**src/rtl/uart_irq_pkg.sv**
```systemverilog
package uart_irq_pkg;
  typedef enum logic [3:0] {
    IID_MODEM  = 4'h0,
    IID_NONE   = 4'h1,
    IID_TX     = 4'h2,
    IID_RXDATA = 4'h4,
    IID_LINE   = 4'h6,
    IID_RXTO   = 4'hC
  } iid_e;

  localparam int IE_RX   = 0;
  localparam int IE_TX   = 1;
  localparam int IE_LS   = 2;
  localparam int IE_MS   = 3;
  localparam int IE_IDLE = 4;
  localparam int IE_W    = 5;
endpackage

```
**src/rtl/uart_irq_sticky.sv**
```systemverilog
module uart_irq_sticky #(
  parameter int W = 1
) (
  input  logic         clk_i,
  input  logic         rst_ni,
  input  logic [W-1:0] set_i,
  input  logic [W-1:0] clr_i,
  output logic [W-1:0] flag_o
);
  // set has precedence so an event coincident with a clear is not lost
  for (genvar g = 0; g < W; g++) begin : g_bit
    always_ff @(posedge clk_i or negedge rst_ni) begin
      if (!rst_ni)        flag_o[g] <= 1'b0;
      else if (set_i[g])  flag_o[g] <= 1'b1;
      else if (clr_i[g])  flag_o[g] <= 1'b0;
    end
  end
endmodule

```
**src/rtl/uart_irq_tx_slot.sv**
```systemverilog
module uart_irq_tx_slot (
  input  logic clk_i,
  input  logic rst_ni,
  input  logic empty_i,
  input  logic en_i,
  input  logic wr_i,
  input  logic ack_i,
  output logic pend_o
);
  logic arm, arm_q;
  assign arm = empty_i & en_i;

  always_ff @(posedge clk_i or negedge rst_ni) begin
    if (!rst_ni) begin
      arm_q  <= 1'b0;
      pend_o <= 1'b0;
    end else begin
      arm_q <= arm;
      if (wr_i || !arm)  pend_o <= 1'b0;
      else if (!arm_q)   pend_o <= 1'b1;
      else if (ack_i)    pend_o <= 1'b0;
    end
  end
endmodule

```
**src/rtl/uart_irq_prio.sv**
```systemverilog
module uart_irq_prio
  import uart_irq_pkg::*;
(
  input  logic [IE_W-1:0] ier_i,
  input  logic            ls_i,
  input  logic            to_i,
  input  logic            rxa_i,
  input  logic            tx_i,
  input  logic            ms_i,
  output iid_e            id_o
);
  always_comb begin
    if      (ls_i  && ier_i[IE_LS]) id_o = IID_LINE;
    else if (to_i  && ier_i[IE_RX]) id_o = IID_RXTO;
    else if (rxa_i && ier_i[IE_RX]) id_o = IID_RXDATA;
    else if (tx_i)                  id_o = IID_TX;
    else if (ms_i  && ier_i[IE_MS]) id_o = IID_MODEM;
    else                            id_o = IID_NONE;
  end
endmodule

```
**src/rtl/uart_irq_id.sv**
```systemverilog
module uart_irq_id
  import uart_irq_pkg::*;
#(
  parameter int LS_W = 5
) (
  input  logic            clk_i,
  input  logic            rst_ni,
  input  logic [IE_W-1:0] ier_i,
  input  logic [LS_W-1:0] ls_evt_i,
  input  logic            lsr_rd_i,
  input  logic            rx_avail_i,
  input  logic            rx_to_i,
  input  logic            rbr_rd_i,
  input  logic            thr_empty_i,
  input  logic            thr_wr_i,
  input  logic            cts_i,
  input  logic            msr_rd_i,
  input  logic            rx_idle_i,
  input  logic            iir_rd_i,
  input  logic            iir_wr_i,
  input  logic            iir_wdata_i,
  output logic [3:0]      iir_id_o,
  output logic            pending_o,
  output logic            idle_flag_o,
  output logic            irq_o
);
  localparam int NF = LS_W + 3;  // line errors, timeout, delta cts, idle
  localparam int F_TO = LS_W;
  localparam int F_MS = LS_W + 1;
  localparam int F_ID = LS_W + 2;

  logic          cts_q;
  logic [NF-1:0] f_set, f_clr, flags;
  logic          ls_pend, to_pend, ms_pend, tx_pend, tx_ack;
  iid_e          id;

  always_ff @(posedge clk_i or negedge rst_ni) begin
    if (!rst_ni) cts_q <= 1'b0;
    else         cts_q <= cts_i;
  end

  assign f_set = {rx_idle_i, cts_i ^ cts_q, rx_to_i, ls_evt_i};
  assign f_clr = {iir_wr_i & iir_wdata_i, msr_rd_i, rbr_rd_i, {LS_W{lsr_rd_i}}};

  uart_irq_sticky #(.W(NF)) u_flags (
    .clk_i  (clk_i),
    .rst_ni (rst_ni),
    .set_i  (f_set),
    .clr_i  (f_clr),
    .flag_o (flags)
  );

  assign ls_pend     = |flags[LS_W-1:0];
  assign to_pend     = flags[F_TO];
  assign ms_pend     = flags[F_MS];
  assign idle_flag_o = flags[F_ID];

  assign tx_ack = iir_rd_i && (id == IID_TX);

  uart_irq_tx_slot u_tx (
    .clk_i   (clk_i),
    .rst_ni  (rst_ni),
    .empty_i (thr_empty_i),
    .en_i    (ier_i[IE_TX]),
    .wr_i    (thr_wr_i),
    .ack_i   (tx_ack),
    .pend_o  (tx_pend)
  );

  uart_irq_prio u_prio (
    .ier_i (ier_i),
    .ls_i  (ls_pend),
    .to_i  (to_pend),
    .rxa_i (rx_avail_i),
    .tx_i  (tx_pend),
    .ms_i  (ms_pend),
    .id_o  (id)
  );

  assign iir_id_o  = id;
  assign pending_o = ~id[0];
  assign irq_o     = pending_o | (idle_flag_o & ier_i[IE_IDLE]);
endmodule

```
**config.mk**
```make
export PLATFORM = sky130hd
export DESIGN_NAME = uart_irq_id
export DESIGN_NICKNAME = d
export VERILOG_FILES = /design/src/rtl/uart_irq_pkg.sv /design/src/rtl/uart_irq_sticky.sv /design/src/rtl/uart_irq_tx_slot.sv /design/src/rtl/uart_irq_prio.sv /design/src/rtl/uart_irq_id.sv
export SDC_FILE = /design/constraint.sdc
export NUM_CORES = 1
export LEC_CHECK = 0
export BUFFER_PORTS_ARGS = -buffer_cell sky130_fd_sc_hd__buf_2
export CORE_AREA = 2 2 39 41
export CTS_CLUSTER_DIAMETER = 30
export DETAILED_ROUTE_END_ITERATION = 16
export DIE_AREA = 0 0 41 43
export GPL_TIMING_DRIVEN = 0
export PLACE_DENSITY = 0.69
export RECOVER_POWER = 100
export SYNTH_ARGS = -nofsm -noshare
export SYNTH_HDL_FRONTEND = slang
export SYNTH_SLANG_ARGS = --single-unit
export TNS_END_PERCENT = 10
```
**constraint.sdc**
```tcl
create_clock -name clk_i -period 3 [get_ports clk_i]
set_input_delay 0.15 -clock clk_i [delete_from_list [all_inputs] [get_ports clk_i]]
set_output_delay 0.15 -clock clk_i [all_outputs]
set_load 0.05 [all_outputs]
```
==> flow_summary.html <==
<table>
<tr><th>Metric</th><th>Value</th></tr>
<tr><th colspan="2">Die</th></tr>
<tr><td>CORE AREA</td><td>1380 um^2</td></tr>
<tr><td>Number of primary I/O pins</td><td>31</td></tr>
<tr><td>Die Ht</td><td>43 um</td></tr>
<tr><td>Die width</td><td>41 um</td></tr>
<tr><td>Effective utilization at floorplan</td><td>33.5%</td></tr>
<tr><td>Floorplan die area</td><td>1760 um^2</td></tr>
<tr><td>Cell row count</td><td>14</td></tr>
<tr><th colspan="2">GRT</th></tr>
<tr><td>Maximum number of pins on one net before global-route repair</td><td>12</td></tr>
<tr><td>Grt total ovfl</td><td>0</td></tr>
<tr><td>Gr usage total</td><td>12.4%</td></tr>
<tr><td>Antenna violations before repair</td><td>0</td></tr>
<tr><td>Via count of the first global-routing pass</td><td>368</td></tr>
<tr><td>Global-route wire length before repair</td><td>1390 um</td></tr>
<tr><th colspan="2">Worst setup path</th></tr>
<tr><td>Required time of the critical path</td><td>2850 ps</td></tr>
<tr><td>Worst reg-to-reg path cell count</td><td>3</td></tr>
<tr><td>Start of the worst register-to-register path</td><td>u_flags.flag_o[4]</td></tr>
<tr><td>Critical path data arrival time</td><td>1900 ps</td></tr>
<tr><td>Startpoint-to-endpoint class of the critical path</td><td>flip-flop to primary output</td></tr>
<tr><td>Crit path launch</td><td>u_flags.flag_o[4]</td></tr>
<tr><td>Maximum net fanout on the critical path</td><td>3</td></tr>
<tr><td>Type of element capturing the critical path</td><td>primary output</td></tr>
<tr><td>FF-to-FF setup slack</td><td>1810 ps</td></tr>
<tr><td>Critical R2R Capture</td><td>u_tx.pend_o</td></tr>
<tr><td>Worst setup path endpoint</td><td>iir_id_o[3]</td></tr>
<tr><td>Startpoint type of the worst setup path</td><td>flip-flop</td></tr>
<tr><th colspan="2">Logic synthesis</th></tr>
<tr><td>Adder and majority cell fraction of the synthesized area</td><td>0%</td></tr>
<tr><td>Unique masters post-synth</td><td>16</td></tr>
<tr><td>Number of instances in the synthesized netlist</td><td>42</td></tr>
<tr><td>Yosys synthesis warning count</td><td>0</td></tr>
<tr><td>Share of cell area taken by muxes after synthesis</td><td>0%</td></tr>
<tr><td>Area fraction of the dominant cell type after synthesis</td><td>59.3%</td></tr>
<tr><td>Post-synth top area cell</td><td>sky130_fd_sc_hd__dfrtp_1</td></tr>
<tr><td>Synthesized area divided by synthesized cell count</td><td>11.1 um^2</td></tr>
<tr><td>Ranking of synthesized cells by area</td><td>sky130_fd_sc_hd__dfrtp_1, sky130_fd_sc_hd__a21o_1, sky130_fd_sc_hd__inv_1, sky130_fd_sc_hd__o21ai_0, sky130_fd_sc_hd__nand2_1</td></tr>
<tr><td>Number of flip-flops and latches in the synthesized netlist</td><td>11</td></tr>
<tr><td>Complex-gate fraction of the synthesized area</td><td>25.1%</td></tr>
<tr><td>Post-synthesis instance area</td><td>464 um^2</td></tr>
<tr><td>Post-Syn Nets</td><td>66</td></tr>
<tr><td>Simple-gate share of the synthesized area</td><td>9.70%</td></tr>
<tr><td>Sequential fraction of the synthesis area</td><td>59.3%</td></tr>
<tr><td>Main combinational cell family by area after synthesis</td><td>compound AO/OA/AOI/OAI gates</td></tr>
<tr><td>XOR/XNOR Fraction of Synth Area</td><td>1.89%</td></tr>
<tr><th colspan="2">Final layout</th></tr>
<tr><td>Layout Area Growth over Synthesis</td><td>42.0%</td></tr>
<tr><td>Fraction of layout cells with a size suffix above 1</td><td>33.8%</td></tr>
<tr><td>Filler instances</td><td>138</td></tr>
<tr><td>Ant. Diodes</td><td>0</td></tr>
<tr><td>Most frequent cells in the layout</td><td>sky130_fd_sc_hd__buf_2, sky130_fd_sc_hd__dfrtp_1, sky130_fd_sc_hd__clkbuf_1</td></tr>
<tr><td>Nets@finish</td><td>102</td></tr>
<tr><td>Commonest non-fill, non-tap cell in the layout</td><td>sky130_fd_sc_hd__buf_2</td></tr>
<tr><th colspan="2">STA</th></tr>
<tr><td>Setup TNS Final</td><td>0 ps</td></tr>
<tr><td>Crit share post-route</td><td>68.3%</td></tr>
<tr><td>Worst slew margin relative to its limit</td><td>60.5%</td></tr>
<tr><td>Transition time at the pin with the least slew margin</td><td>595 ps</td></tr>
<tr><td>Worst Skew</td><td>1.93 ps</td></tr>
<tr><td>Setup repair after global routing missed its margin</td><td>false</td></tr>
<tr><td>Setup violators final</td><td>0</td></tr>
<tr><td>Highest attainable clock frequency</td><td>488 MHz</td></tr>
<tr><td>Final hold vios</td><td>0</td></tr>
<tr><td>Pins over their slew limit</td><td>0</td></tr>
<tr><td>Worst hold slack after final layout</td><td>27.5 ps</td></tr>
<tr><td>Shortest period the worst path allows</td><td>2050 ps</td></tr>
<tr><td>Worst-case setup margin in the final layout</td><td>951 ps</td></tr>
<tr><th colspan="2">Route</th></tr>
<tr><td>Total via count in the routed design</td><td>440</td></tr>
<tr><td>Initial DRC Count</td><td>2</td></tr>
<tr><td>Per-cell routed wire length</td><td>9.85 um</td></tr>
<tr><td>Post-detailed-route via-to-cell ratio</td><td>4.73</td></tr>
<tr><td>1st-pass router iterations</td><td>2</td></tr>
<tr><td>DRC</td><td>0</td></tr>
<tr><td>Total wirelength of the detailed-routed design</td><td>916 um</td></tr>
<tr><td>Number of antenna-violating nets in the routed design</td><td>0</td></tr>
<tr><th colspan="2">Clocking</th></tr>
<tr><td>CTS resizes</td><td>0</td></tr>
<tr><td>Number of buffers added by the clock tree synthesis step</td><td>3</td></tr>
<tr><td>Count of clock tree sinks</td><td>11</td></tr>
<tr><td>Clock latency on the worst-skew pair</td><td>270 ps</td></tr>
<tr><td>Clock tree from TritonCTS</td><td>yes</td></tr>
<tr><td>Quantity of hold-fixing buffers added after cts</td><td>1</td></tr>
<tr><td>Clk Tree Root Cell</td><td>sky130_fd_sc_hd__clkbuf_4</td></tr>
<tr><td>Maximum level of the CTS H-tree</td><td>1</td></tr>
<tr><td>Post-CTS setup buffers</td><td>0</td></tr>
<tr><td>Clock transition at path regs</td><td>70 ps</td></tr>
<tr><td>Largest buffer count on any clock path</td><td>2</td></tr>
<tr><th colspan="2">Placed design</th></tr>
<tr><td>Weighted congestion at the end of routability-driven global placement</td><td>0.668</td></tr>
<tr><td>Number of I/O port buffers</td><td>30</td></tr>
<tr><td>HPWL Detailed</td><td>723 um</td></tr>
<tr><td>Post-place setup slack</td><td>1450 ps</td></tr>
<tr><th colspan="2">Power</th></tr>
<tr><td>Worst IR Drop VDD</td><td>169 uV</td></tr>
<tr><td>Pwr per Cell Area</td><td>490 nW/um^2</td></tr>
<tr><td>Leakage power total</td><td>0.343 nW</td></tr>
<tr><th colspan="2">Min path</th></tr>
<tr><td>Worst hold path type</td><td>input port to flip-flop</td></tr>
<tr><th colspan="2">Run status</th></tr>
<tr><td>Status</td><td>finished, final reports clean</td></tr>
<tr><th colspan="2">Run</th></tr>
<tr><td>Max-cap viol count</td><td>0</td></tr>
</table>
[synth_stat cells]
master and instances:
sky130_fd_sc_hd__and2_1 1, sky130_fd_sc_hd__a21o_2 1, sky130_fd_sc_hd__nand4_1 1, sky130_fd_sc_hd__a21oi_1 2, sky130_fd_sc_hd__and3_1 1, sky130_fd_sc_hd__inv_1 5, sky130_fd_sc_hd__nand3_1 1, sky130_fd_sc_hd__xnor2_1 1
sky130_fd_sc_hd__o31ai_1 1, sky130_fd_sc_hd__o211a_1 1, sky130_fd_sc_hd__o31ai_2 1, sky130_fd_sc_hd__a21o_1 7, sky130_fd_sc_hd__or3_1 1, sky130_fd_sc_hd__o21ai_0 3, sky130_fd_sc_hd__nand2_1 4, sky130_fd_sc_hd__dfrtp_1 11
[how the worst min path moves through the flow]
stage,endpoint,startpoint,depth (start not counted)
3_5_place_dp,u_tx.arm_q,rst_ni,1
4_1_cts,cts_q,cts_i,1
3_3_place_gp,u_tx.arm_q,rst_ni,1
5_1_grt,cts_q,cts_i,1
6_report,cts_q,cts_i,1
2_1_floorplan,cts_q,rst_ni,0
[layer usage]
layer | global-route usage (%) | share of wire [%]
met1 | 12.9 | 38
met2 | 18.8 | 43
met3 | 3.14 | 15
met4 | 12.0 | 3.6
met5 | 0 | 0
[layout make-up]
type / instances / area [um^2] / area share (%)
clock buffer: 4 / 26.3 / 3.98
inverter: 5 / 18.8 / 2.85
multi-input combinational: 26 / 170 / 25.8
sequential: 11 / 275 / 41.7
tap: 16 / 20.0 / 3.04
timing repair buffer: 31 / 149 / 22.6
[worst max-delay path, cell delays in order, from the launching register on]
cell	delay (ps)
sky130_fd_sc_hd__dfrtp_1	390
sky130_fd_sc_hd__or3_1	390
sky130_fd_sc_hd__o31ai_2	210
sky130_fd_sc_hd__and3_1	180
sky130_fd_sc_hd__clkbuf_1	460
[kinds of logic after synthesis]
group                     Yosys count
buffers and inverters               5
AOI/OAI and AO/OA                  16
DFF                                11
xor gates and xnor gates            1
and+or+nand+nor                     9
[where the power goes]
| part | internal, W | switching, W |
|---|---|---|
| clock | 0.0000515 | 0.0000471 |
| sequential | 0.000158 | 0.00000637 |
| combinational | 0.0000229 | 0.0000368 |
[state kept, by name (all words and copies together), names as in the netlist]
register,cells
u_tx.pend_o,1
u_flags.flag_o,8
u_tx.arm_q,1
cts_q,1
[per-stage QoR]
stage / utilization (%) / power (W) / std cells / cell area, um^2
floorplan: - / 0.000202 / 42 / 464
global placement: 45.8 / 0.000228 / 88 / 634
detailed placement: 45.8 / 0.000229 / 88 / 634
CTS: 48.5 / 0.000332 / 93 / 671
global route: 47.6 / 0.000342 / 93 / 659
finish: 47.6 / 0.000323 / 93 / 659
No activity file was read; power rests on OpenSTA's default activity.
